--- src/rtl/nand_target_pkg.sv ---
`timescale 1ns/1ps
package nand_target_pkg;

    typedef enum logic [1:0] {ST_IDLE, ST_ADDR, ST_CONF, ST_DIN} ctl_st_e;

    typedef enum logic [2:0] {
        OP_NONE, OP_READ, OP_COLSEL, OP_PROG, OP_COLIN, OP_ERASE, OP_IDQ, OP_PSTAT
    } pend_op_e;

    typedef enum logic [1:0] {SRC_OFF, SRC_PAGE, SRC_IDENT, SRC_STAT} out_src_e;

    localparam logic [7:0] C_RD_SETUP  = 8'h00;
    localparam logic [7:0] C_RD_GO     = 8'h30;
    localparam logic [7:0] C_COL_SETUP = 8'h05;
    localparam logic [7:0] C_COL_GO    = 8'hE0;
    localparam logic [7:0] C_PG_SETUP  = 8'h80;
    localparam logic [7:0] C_PG_COL    = 8'h85;
    localparam logic [7:0] C_PG_GO     = 8'h10;
    localparam logic [7:0] C_ER_SETUP  = 8'h60;
    localparam logic [7:0] C_ER_GO     = 8'hD0;
    localparam logic [7:0] C_IDENT     = 8'h90;
    localparam logic [7:0] C_STAT      = 8'h70;
    localparam logic [7:0] C_PSTAT     = 8'h78;
    localparam logic [7:0] C_RESET     = 8'hFF;

    function automatic logic [7:0] ident_byte(input logic [2:0] k);
        case (k)
            3'd0:    return 8'hAD;
            3'd1:    return 8'hD7;
            3'd2:    return 8'h94;
            3'd3:    return 8'h9A;
            3'd4:    return 8'h74;
            default: return 8'h42;
        endcase
    endfunction

endpackage

--- src/rtl/nand_target_sync.sv ---
`timescale 1ns/1ps
module nand_target_sync #(
    parameter int          W       = 1,
    parameter logic [W-1:0] RST_VAL = '0
) (
    input  logic         clk,
    input  logic         rst_n,
    input  logic [W-1:0] d_in,
    output logic [W-1:0] d_out
);
    logic [W-1:0] stage1;

    always_ff @(posedge clk or negedge rst_n) begin
        if (!rst_n) begin
            stage1 <= RST_VAL;
            d_out  <= RST_VAL;
        end else begin
            stage1 <= d_in;
            d_out  <= stage1;
        end
    end
endmodule

--- src/rtl/nand_target_pbuf.sv ---
`timescale 1ns/1ps
module nand_target_pbuf #(
    parameter int DEPTH = 16,
    parameter int AW    = $clog2(DEPTH)
) (
    input  logic          clk,
    input  logic          rst_n,
    input  logic          wr_en,
    input  logic [AW-1:0] wr_addr,
    input  logic [7:0]    wr_data,
    input  logic          fill,
    input  logic [AW-1:0] rd_addr,
    output logic [7:0]    rd_data
);
    logic [7:0] mem [DEPTH];

    always_ff @(posedge clk or negedge rst_n) begin
        if (!rst_n) begin
            for (int i = 0; i < DEPTH; i++) mem[i] <= 8'hFF;
        end else if (fill) begin
            for (int i = 0; i < DEPTH; i++) mem[i] <= 8'hFF;
        end else if (wr_en) begin
            mem[wr_addr] <= wr_data;
        end
    end

    assign rd_data = mem[rd_addr];
endmodule

--- src/rtl/nand_target.sv ---
`timescale 1ns/1ps
module nand_target
    import nand_target_pkg::*;
#(
    parameter int PAGE_BYTES = 16,
    parameter int READ_CLKS  = 30,
    parameter int PROG_CLKS  = 200,
    parameter int ERASE_CLKS = 300,
    parameter int RST_CLKS   = 12
) (
    input  logic       clk,
    input  logic       rst_n,
    input  logic       ce_n,
    input  logic       cle,
    input  logic       ale,
    input  logic       we_n,
    input  logic       re_n,
    input  logic       wp_n,
    input  logic [7:0] io_in,
    output logic [7:0] io_out,
    output logic       io_oe,
    output logic       rb_n
);
    localparam int COL_W  = $clog2(PAGE_BYTES);
    localparam int MAX_A  = (READ_CLKS > PROG_CLKS) ? READ_CLKS : PROG_CLKS;
    localparam int MAX_B  = (ERASE_CLKS > RST_CLKS) ? ERASE_CLKS : RST_CLKS;
    localparam int BMAX   = (MAX_A > MAX_B) ? MAX_A : MAX_B;
    localparam int CNT_W  = $clog2(BMAX + 1);
    localparam int SYNC_W = 14;

    // synchronised pins
    logic [SYNC_W-1:0] pins_s;
    logic       ce_s, cle_s, ale_s, we_s, re_s, wp_s;
    logic [7:0] io_s;
    logic       we_d, re_d;

    nand_target_sync #(.W(SYNC_W), .RST_VAL(14'b0000_0000_0110_01)) u_sync (
        .clk   (clk),
        .rst_n (rst_n),
        .d_in  ({io_in, wp_n, re_n, we_n, ale, cle, ce_n}),
        .d_out (pins_s)
    );
    assign {io_s, wp_s, re_s, we_s, ale_s, cle_s, ce_s} = pins_s;

    logic we_rise, re_fall, cmd_cyc, adr_cyc, dat_cyc, busy, cmd_ok;
    assign we_rise = we_s & ~we_d;
    assign re_fall = ~re_s & re_d;
    assign cmd_cyc = we_rise & ~ce_s &  cle_s & ~ale_s;
    assign adr_cyc = we_rise & ~ce_s & ~cle_s &  ale_s;
    assign dat_cyc = we_rise & ~ce_s & ~cle_s & ~ale_s;

    // control state
    ctl_st_e    state, state_n;
    pend_op_e   op, op_n;
    logic [2:0] need, need_n, acnt;
    logic [CNT_W-1:0] bcnt;
    out_src_e   src;
    logic [COL_W-1:0] ptr, acol, col_nx;
    logic [2:0] idx;
    logic       fail;
    logic [7:0] out_q, rd_byte, stat_byte;

    assign busy   = (bcnt != '0);
    assign cmd_ok = ~busy | (io_s == C_RESET) | (io_s == C_STAT) | (io_s == C_PSTAT);
    assign col_nx = (acnt == 3'd1) ? COL_W'({io_s, 8'(acol)}) : acol;

    logic go_addr, go_rd, go_col, go_prog, go_erase, go_reset, go_id, go_stat, go_din;
    logic busy_ld, pe_req;

    always_comb begin
        state_n = state; op_n = op; need_n = need;
        go_addr = 1'b0; go_rd = 1'b0; go_col = 1'b0; go_prog = 1'b0; go_erase = 1'b0;
        go_reset = 1'b0; go_id = 1'b0; go_stat = 1'b0; go_din = 1'b0;
        if (cmd_ok && cmd_cyc) begin
            unique case (io_s)
                C_RESET:     begin state_n = ST_IDLE; op_n = OP_NONE; go_reset = 1'b1; end
                C_STAT:      go_stat = 1'b1;
                C_PSTAT:     begin state_n = ST_ADDR; op_n = OP_PSTAT; need_n = 3'd3; go_addr = 1'b1; end
                C_RD_SETUP:  begin state_n = ST_ADDR; op_n = OP_READ;  need_n = 3'd5; go_addr = 1'b1; end
                C_COL_SETUP: begin state_n = ST_ADDR; op_n = OP_COLSEL; need_n = 3'd2; go_addr = 1'b1; end
                C_PG_SETUP:  begin state_n = ST_ADDR; op_n = OP_PROG;  need_n = 3'd5; go_addr = 1'b1; end
                C_ER_SETUP:  begin state_n = ST_ADDR; op_n = OP_ERASE; need_n = 3'd3; go_addr = 1'b1; end
                C_IDENT:     begin state_n = ST_ADDR; op_n = OP_IDQ;   need_n = 3'd1; go_addr = 1'b1; end
                C_PG_COL:    if (state == ST_DIN) begin
                                 state_n = ST_ADDR; op_n = OP_COLIN; need_n = 3'd2; go_addr = 1'b1;
                             end
                C_RD_GO:     if (state == ST_CONF && op == OP_READ) begin
                                 state_n = ST_IDLE; op_n = OP_NONE; go_rd = 1'b1;
                             end
                C_COL_GO:    if (state == ST_CONF && op == OP_COLSEL) begin
                                 state_n = ST_IDLE; op_n = OP_NONE; go_col = 1'b1;
                             end
                C_ER_GO:     if (state == ST_CONF && op == OP_ERASE) begin
                                 state_n = ST_IDLE; op_n = OP_NONE; go_erase = 1'b1;
                             end
                C_PG_GO:     if (state == ST_DIN) begin
                                 state_n = ST_IDLE; op_n = OP_NONE; go_prog = 1'b1;
                             end
                default: ;
            endcase
        end else if (adr_cyc && state == ST_ADDR && (acnt + 3'd1) == need) begin
            unique case (op)
                OP_READ, OP_COLSEL, OP_ERASE: state_n = ST_CONF;
                OP_PROG, OP_COLIN:            begin state_n = ST_DIN; go_din = 1'b1; end
                OP_IDQ:                       begin state_n = ST_IDLE; op_n = OP_NONE; go_id = 1'b1; end
                default:                      begin state_n = ST_IDLE; op_n = OP_NONE; go_stat = 1'b1; end
            endcase
        end
    end

    assign pe_req  = go_prog | go_erase;
    assign busy_ld = go_reset | go_rd | (pe_req & wp_s);

    // state register
    always_ff @(posedge clk or negedge rst_n) begin
        if (!rst_n) begin
            state <= ST_IDLE;
            op    <= OP_NONE;
            need  <= 3'd0;
        end else begin
            state <= state_n;
            op    <= op_n;
            need  <= need_n;
        end
    end

    logic wr_en;
    assign wr_en = dat_cyc & (state == ST_DIN) & ~busy;

    // datapath and outputs
    always_ff @(posedge clk or negedge rst_n) begin
        if (!rst_n) begin
            we_d <= 1'b1; re_d <= 1'b1;
            acnt <= '0; acol <= '0; ptr <= '0; idx <= '0;
            bcnt <= '0; src <= SRC_OFF; fail <= 1'b0; out_q <= 8'h00;
        end else begin
            we_d <= we_s;
            re_d <= re_s;
            if (go_addr) acnt <= '0;
            else if (adr_cyc && state == ST_ADDR) begin
                acnt <= acnt + 3'd1;
                if (acnt == 3'd0) acol <= COL_W'(io_s);
                if (acnt == 3'd1) acol <= COL_W'({io_s, 8'(acol)});
            end
            if (busy_ld) begin
                if (go_reset)    bcnt <= CNT_W'(RST_CLKS);
                else if (go_rd)  bcnt <= CNT_W'(READ_CLKS);
                else if (go_prog) bcnt <= CNT_W'(PROG_CLKS);
                else             bcnt <= CNT_W'(ERASE_CLKS);
            end else if (busy) bcnt <= bcnt - 1'b1;
            if (go_reset) fail <= 1'b0;
            else if (pe_req) fail <= ~wp_s;
            if (go_reset || (go_addr && op_n != OP_PSTAT) || pe_req) src <= SRC_OFF;
            else if (go_stat) src <= SRC_STAT;
            else if (go_id) begin
                src <= (io_s == 8'h00) ? SRC_IDENT : SRC_OFF;
                idx <= '0;
            end else if (go_rd || go_col) begin
                src <= SRC_PAGE;
                ptr <= acol;
            end
            if (go_din) ptr <= col_nx;
            else if (wr_en) ptr <= ptr + 1'b1;
            else if (re_fall && !ce_s) begin
                unique case (src)
                    SRC_PAGE:  begin out_q <= rd_byte; ptr <= ptr + 1'b1; end
                    SRC_IDENT: begin
                        out_q <= ident_byte(idx);
                        if (idx != 3'd5) idx <= idx + 3'd1;
                    end
                    SRC_STAT:  out_q <= stat_byte;
                    default:   ;
                endcase
            end
        end
    end

    assign stat_byte = {wp_s, ~busy, ~busy, 4'b0000, fail};

    nand_target_pbuf #(.DEPTH(PAGE_BYTES), .AW(COL_W)) u_pbuf (
        .clk     (clk),
        .rst_n   (rst_n),
        .wr_en   (wr_en),
        .wr_addr (ptr),
        .wr_data (io_s),
        .fill    (go_erase & wp_s),
        .rd_addr (ptr),
        .rd_data (rd_byte)
    );

    assign io_out = out_q;
    assign io_oe  = ~ce_n & ~re_n & (src != SRC_OFF);
    assign rb_n   = ~busy;
endmodule

--- config.mk ---
export PLATFORM = sky130hd
export DESIGN_NAME = nand_target
export DESIGN_NICKNAME = d
export VERILOG_FILES = /design/src/rtl/nand_target_pkg.sv /design/src/rtl/nand_target_sync.sv /design/src/rtl/nand_target_pbuf.sv /design/src/rtl/nand_target.sv
export SDC_FILE = /design/constraint.sdc
export NUM_CORES = 1
export LEC_CHECK = 0
export CELL_PAD_IN_SITES_DETAIL_PLACEMENT = 0
export CELL_PAD_IN_SITES_GLOBAL_PLACEMENT = 1
export CORE_MARGIN = 5
export CORE_UTILIZATION = 51
export CTS_BUF_LIST = sky130_fd_sc_hd__clkbuf_8 sky130_fd_sc_hd__clkbuf_16
export DETAILED_ROUTE_END_ITERATION = 8
export DONT_BUFFER_PORTS = 1
export HOLD_SLACK_MARGIN = 0.1
export PLACE_DENSITY_LB_ADDON = 0.1
export SKIP_CTS_REPAIR_TIMING = 1
export SLEW_MARGIN = 5
export SYNTH_ARGS = -nofsm -noshare
export SYNTH_HDL_FRONTEND = slang
export SYNTH_SLANG_ARGS = --single-unit
--- constraint.sdc ---
create_clock -name clk -period 3.53 [get_ports clk]
set_input_delay 0.353 -clock clk [delete_from_list [all_inputs] [get_ports clk]]
set_output_delay 0.353 -clock clk [all_outputs]
set_load 0.005 [all_outputs]
==> qor.csv <==
stage;metric;value;unit
status;outcome;finished, violations left;
worst_setup_path;crit_end;u_pbuf.mem[100];
synthesis;ys_seq_elements;200;
status;violations;negative hold slack;
synthesis;synth_warnings;0;
power_and_ir_drop;switchingPower;1.191;mW
synthesis;ys.flop_type;dfstp_2;
routing;drcViolationCount;0;
clock_network;cts_tree;yes;
power_and_ir_drop;combPwrFrac;7.6;%
worst_setup_path;worstPathRequired;3.88;ns
sta;fmax;317.8;MHz
sta;slew_headroom;49.76;%
hold_path;hold_class;input port to asynchronous set/reset pin;
routing;drt-total-wl;27.10;mm
routing;drt-initial-drc-count;749;
sta;period_minus_slack;3.147;ns
routing;drtAntennaViolNets;0;
synthesis;syn_nets;1029;
clock_network;cts-buffers-inserted;17;
synthesis;synth.most_common_cell;nand3_1;
clock_network;clock_sinks;200;
synthesis;syn_area_per_cell;10.23;sq um
floorplan;dieWidth;151.6;um
floorplan;pin_count;26;
synthesis;yosys.cell_types.count;70;
power_and_ir_drop;powerDensity;413.5;mW/mm^2
worst_setup_path;cp-startpoint;bcnt[7];
power_and_ir_drop;p_int;3.468;mW
worst_setup_path;critPathArrivalTime;3.49;ns
sta;rsz0062_at_grt;false;
layout;drive_above_1_share;27.02;%
synthesis;synth_cells;999;
sta;setup_tns;0;ns
layout;nFillCells;1691;
clock_network;clk_pin_slew_worst_paths;0.07;ns
job;max_cap_viol_count;0;
routing;drtPass1Iterations;6;
routing;wl_per_cell;21.37;um
floorplan;die_y;151.6;um
floorplan;core_area;0.01959;sq mm
clock_network;clock_latency;0.44;ns
floorplan;rows;51;
sta;post-route-period-util;89.14;%
global_routing;grt_max_degree;201;
floorplan;floorplan.initialDensity;52.19;%
sta;tightest_slew;0.7502;ns
sta;hold-worst-slack;-0.3895;ns
power_and_ir_drop;p_leak;4.908;nW
worst_setup_path;r2r-end;u_pbuf.mem[100];
layout;diodes;0;
placed_design;port_buffers;0;
power_and_ir_drop;power_frac_clock;39.9;%
layout;finalNetCount;1020;
worst_setup_path;worstRegToRegCells;7;
global_routing;track_usage;24.96;%
global_routing;grt_pass1_vias;7728;
global_routing;grt_overflow_total;0;
placed_design;hpwl;18.14;mm
global_routing;grt_first_pass_wirelength;43.73;mm
layout;design_area;0.01127;sq mm
synthesis;synth_top_cells_by_count;nand3_1, nand2_1, dfstp_2;
synthesis;asyncSetResetFlopFracSynth;100.0;%
synthesis;syn_area;0.01022;sq mm
synthesis;yosysTopAreaCellShare;34.95;%
worst_setup_path;crit_fanout;43;
placed_design;place_congestion;0.8702;
sta;hold_violations;200;
power_and_ir_drop;p_seq_share;52.5;%
sta;maxSlewViolCount;0;
worst_setup_path;reg2reg_from;bcnt[7];
synthesis;synthTopCellsByArea;dfstp_2, dfrtp_1, nand3_1;
clock_network;cts-root-buf;clkbuf_16;
layout;area_growth;10.19;%
sta;finalSetupViolCount;0;
sta;clock-skew-final;0.01440;ns
global_routing;grt_antenna_before_repair;1;
clock_network;clk_path_buf_depth;2;
routing;via_count;7878;
clock_network;htree_num_levels;4;
synthesis;ys_seq_area_share;50.62;%
synthesis;yosysTopAreaCell;dfstp_2;
power_and_ir_drop;netSwitchingFraction;25.56;%
routing;viasPerCell;6.213;
worst_setup_path;critPathKind;flop to flop;
worst_setup_path;end_kind;flop;
worst_setup_path;reg2reg_slack;0.38;ns
floorplan;fp.dieArea;0.02298;sq mm
power_and_ir_drop;irDropWorstVdd;0.3184;mV
synthesis;synth_edf_count;0;
worst_setup_path;cp-start-kind;flop;
placed_design;dpl_cell_area;0.01057;sq mm
## metrics by stage
| stage | cells | worst slack, ns | util, % | total power, mW |
|---|---|---|---|---|
| 3_5_place_dp | 1222 | 0.3884 | 53.97 | 2.818 |
| 2_1_floorplan | 999 | 0.8015 | - | 2.725 |
| 3_3_place_gp | 1222 | 0.4928 | 53.97 | 2.814 |
| 5_1_grt | 1268 | 0.07261 | 57.51 | 4.841 |
| 6_report | 1268 | 0.3834 | 57.51 | 4.659 |
| 4_1_cts | 1254 | 0.3720 | 56.79 | 4.692 |
## worst min path at each step
| stage | start | to | cells past startpoint |
|---|---|---|---|
| 3_3_place_gp | rst_n | u_sync.stage1[10] | 0 |
| 6_report | rst_n | u_sync.stage1[10] | 0 |
| 3_5_place_dp | rst_n | u_sync.stage1[9] | 0 |
| 4_1_cts | rst_n | u_sync.stage1[9] | 0 |
| 2_1_floorplan | rst_n | acnt[0] | 0 |
| 5_1_grt | rst_n | u_sync.stage1[10] | 0 |
## sequential cells by signal (all words and copies together), names as in the netlist, 2 cells and up
signal	flops
state	2
need	3
io_out	8
u_sync.d_out	14
acol	4
src	2
idx	3
op	3
acnt	3
ptr	4
bcnt	9
u_pbuf.mem	128
u_sync.stage1	14
## cell usage in the layout, fill, tap and decap left out, drive strengths merged, types with 7 or more instances in the layout
| master | n |
|---|---|
| o211ai | 19 |
| dlygate4sd3 | 14 |
| a22oi | 11 |
| inv | 25 |
| mux2i | 29 |
| or3 | 7 |
| xor2 | 8 |
| nand3 | 187 |
| and2 | 8 |
| mux4 | 40 |
| buf | 39 |
| dfrtp | 64 |
| nor4 | 12 |
| nand2 | 174 |
| a21oi | 25 |
| nor2 | 51 |
| nor3 | 14 |
| o21ai | 13 |
| ha | 14 |
| clkbuf | 18 |
| dfstp | 136 |
## cell type report
class                   instances  area [sq um]  share of cell area (%)
clock buffers                  18         439.2                   3.898
clock inverters                14         113.9                   1.011
inverters                      16         60.06                  0.5331
multi-input cells             702          4687                   41.60
flip-flops and latches        200          5176                   45.95
well taps                     265         331.6                   2.943
repair buffers                 53         457.9                   4.065
## routing by layer
layer | global-route usage (%) | up-vias | share of wire (%)
met5 | 0 | - | 0.074
met4 | 7.637 | 2 | 1.9
met3 | 5.979 | 41 | 7.9
met2 | 37.99 | 309 | 46
met1 | 35.69 | 3966 | 44
li1 | - | 3560 | -
## critical path, stage by stage, from the launching register on
cell and delay [ns]:
dfrtp_1 0.39, nor4_1 0.39, nand4b_1 0.38, inv_1 0.31, o31a_1 0.43, nand3_4 0.55, buf_4 0.45, o211ai_1 0.12
## power groups by stage
stage | registers [mW] | clock network [mW] | logic [mW]
after floorplan | 2.46 | 0 | 0.265
after global placement | 2.48 | 0 | 0.331
after detailed placement | 2.49 | 0 | 0.332
after CTS | 2.45 | 1.91 | 0.335
after global routing | 2.46 | 2.00 | 0.383
final | 2.45 | 1.86 | 0.352
## kinds of logic (layout without fill, tap and decap cells)
family,Yosys count,count (layout),share of synthesized area (%)
AOI/OAI and AO/OA,110,110,7.368
xor gates and xnor gates,14,14,1.199
adders and majority gates,14,14,1.713
buffers and inverters,97,101,3.733
DFF,200,200,50.62
muxes,75,75,12.31
and+or+nand+nor,489,489,23.06
Note: power is estimated with default switching activity, not from simulation.
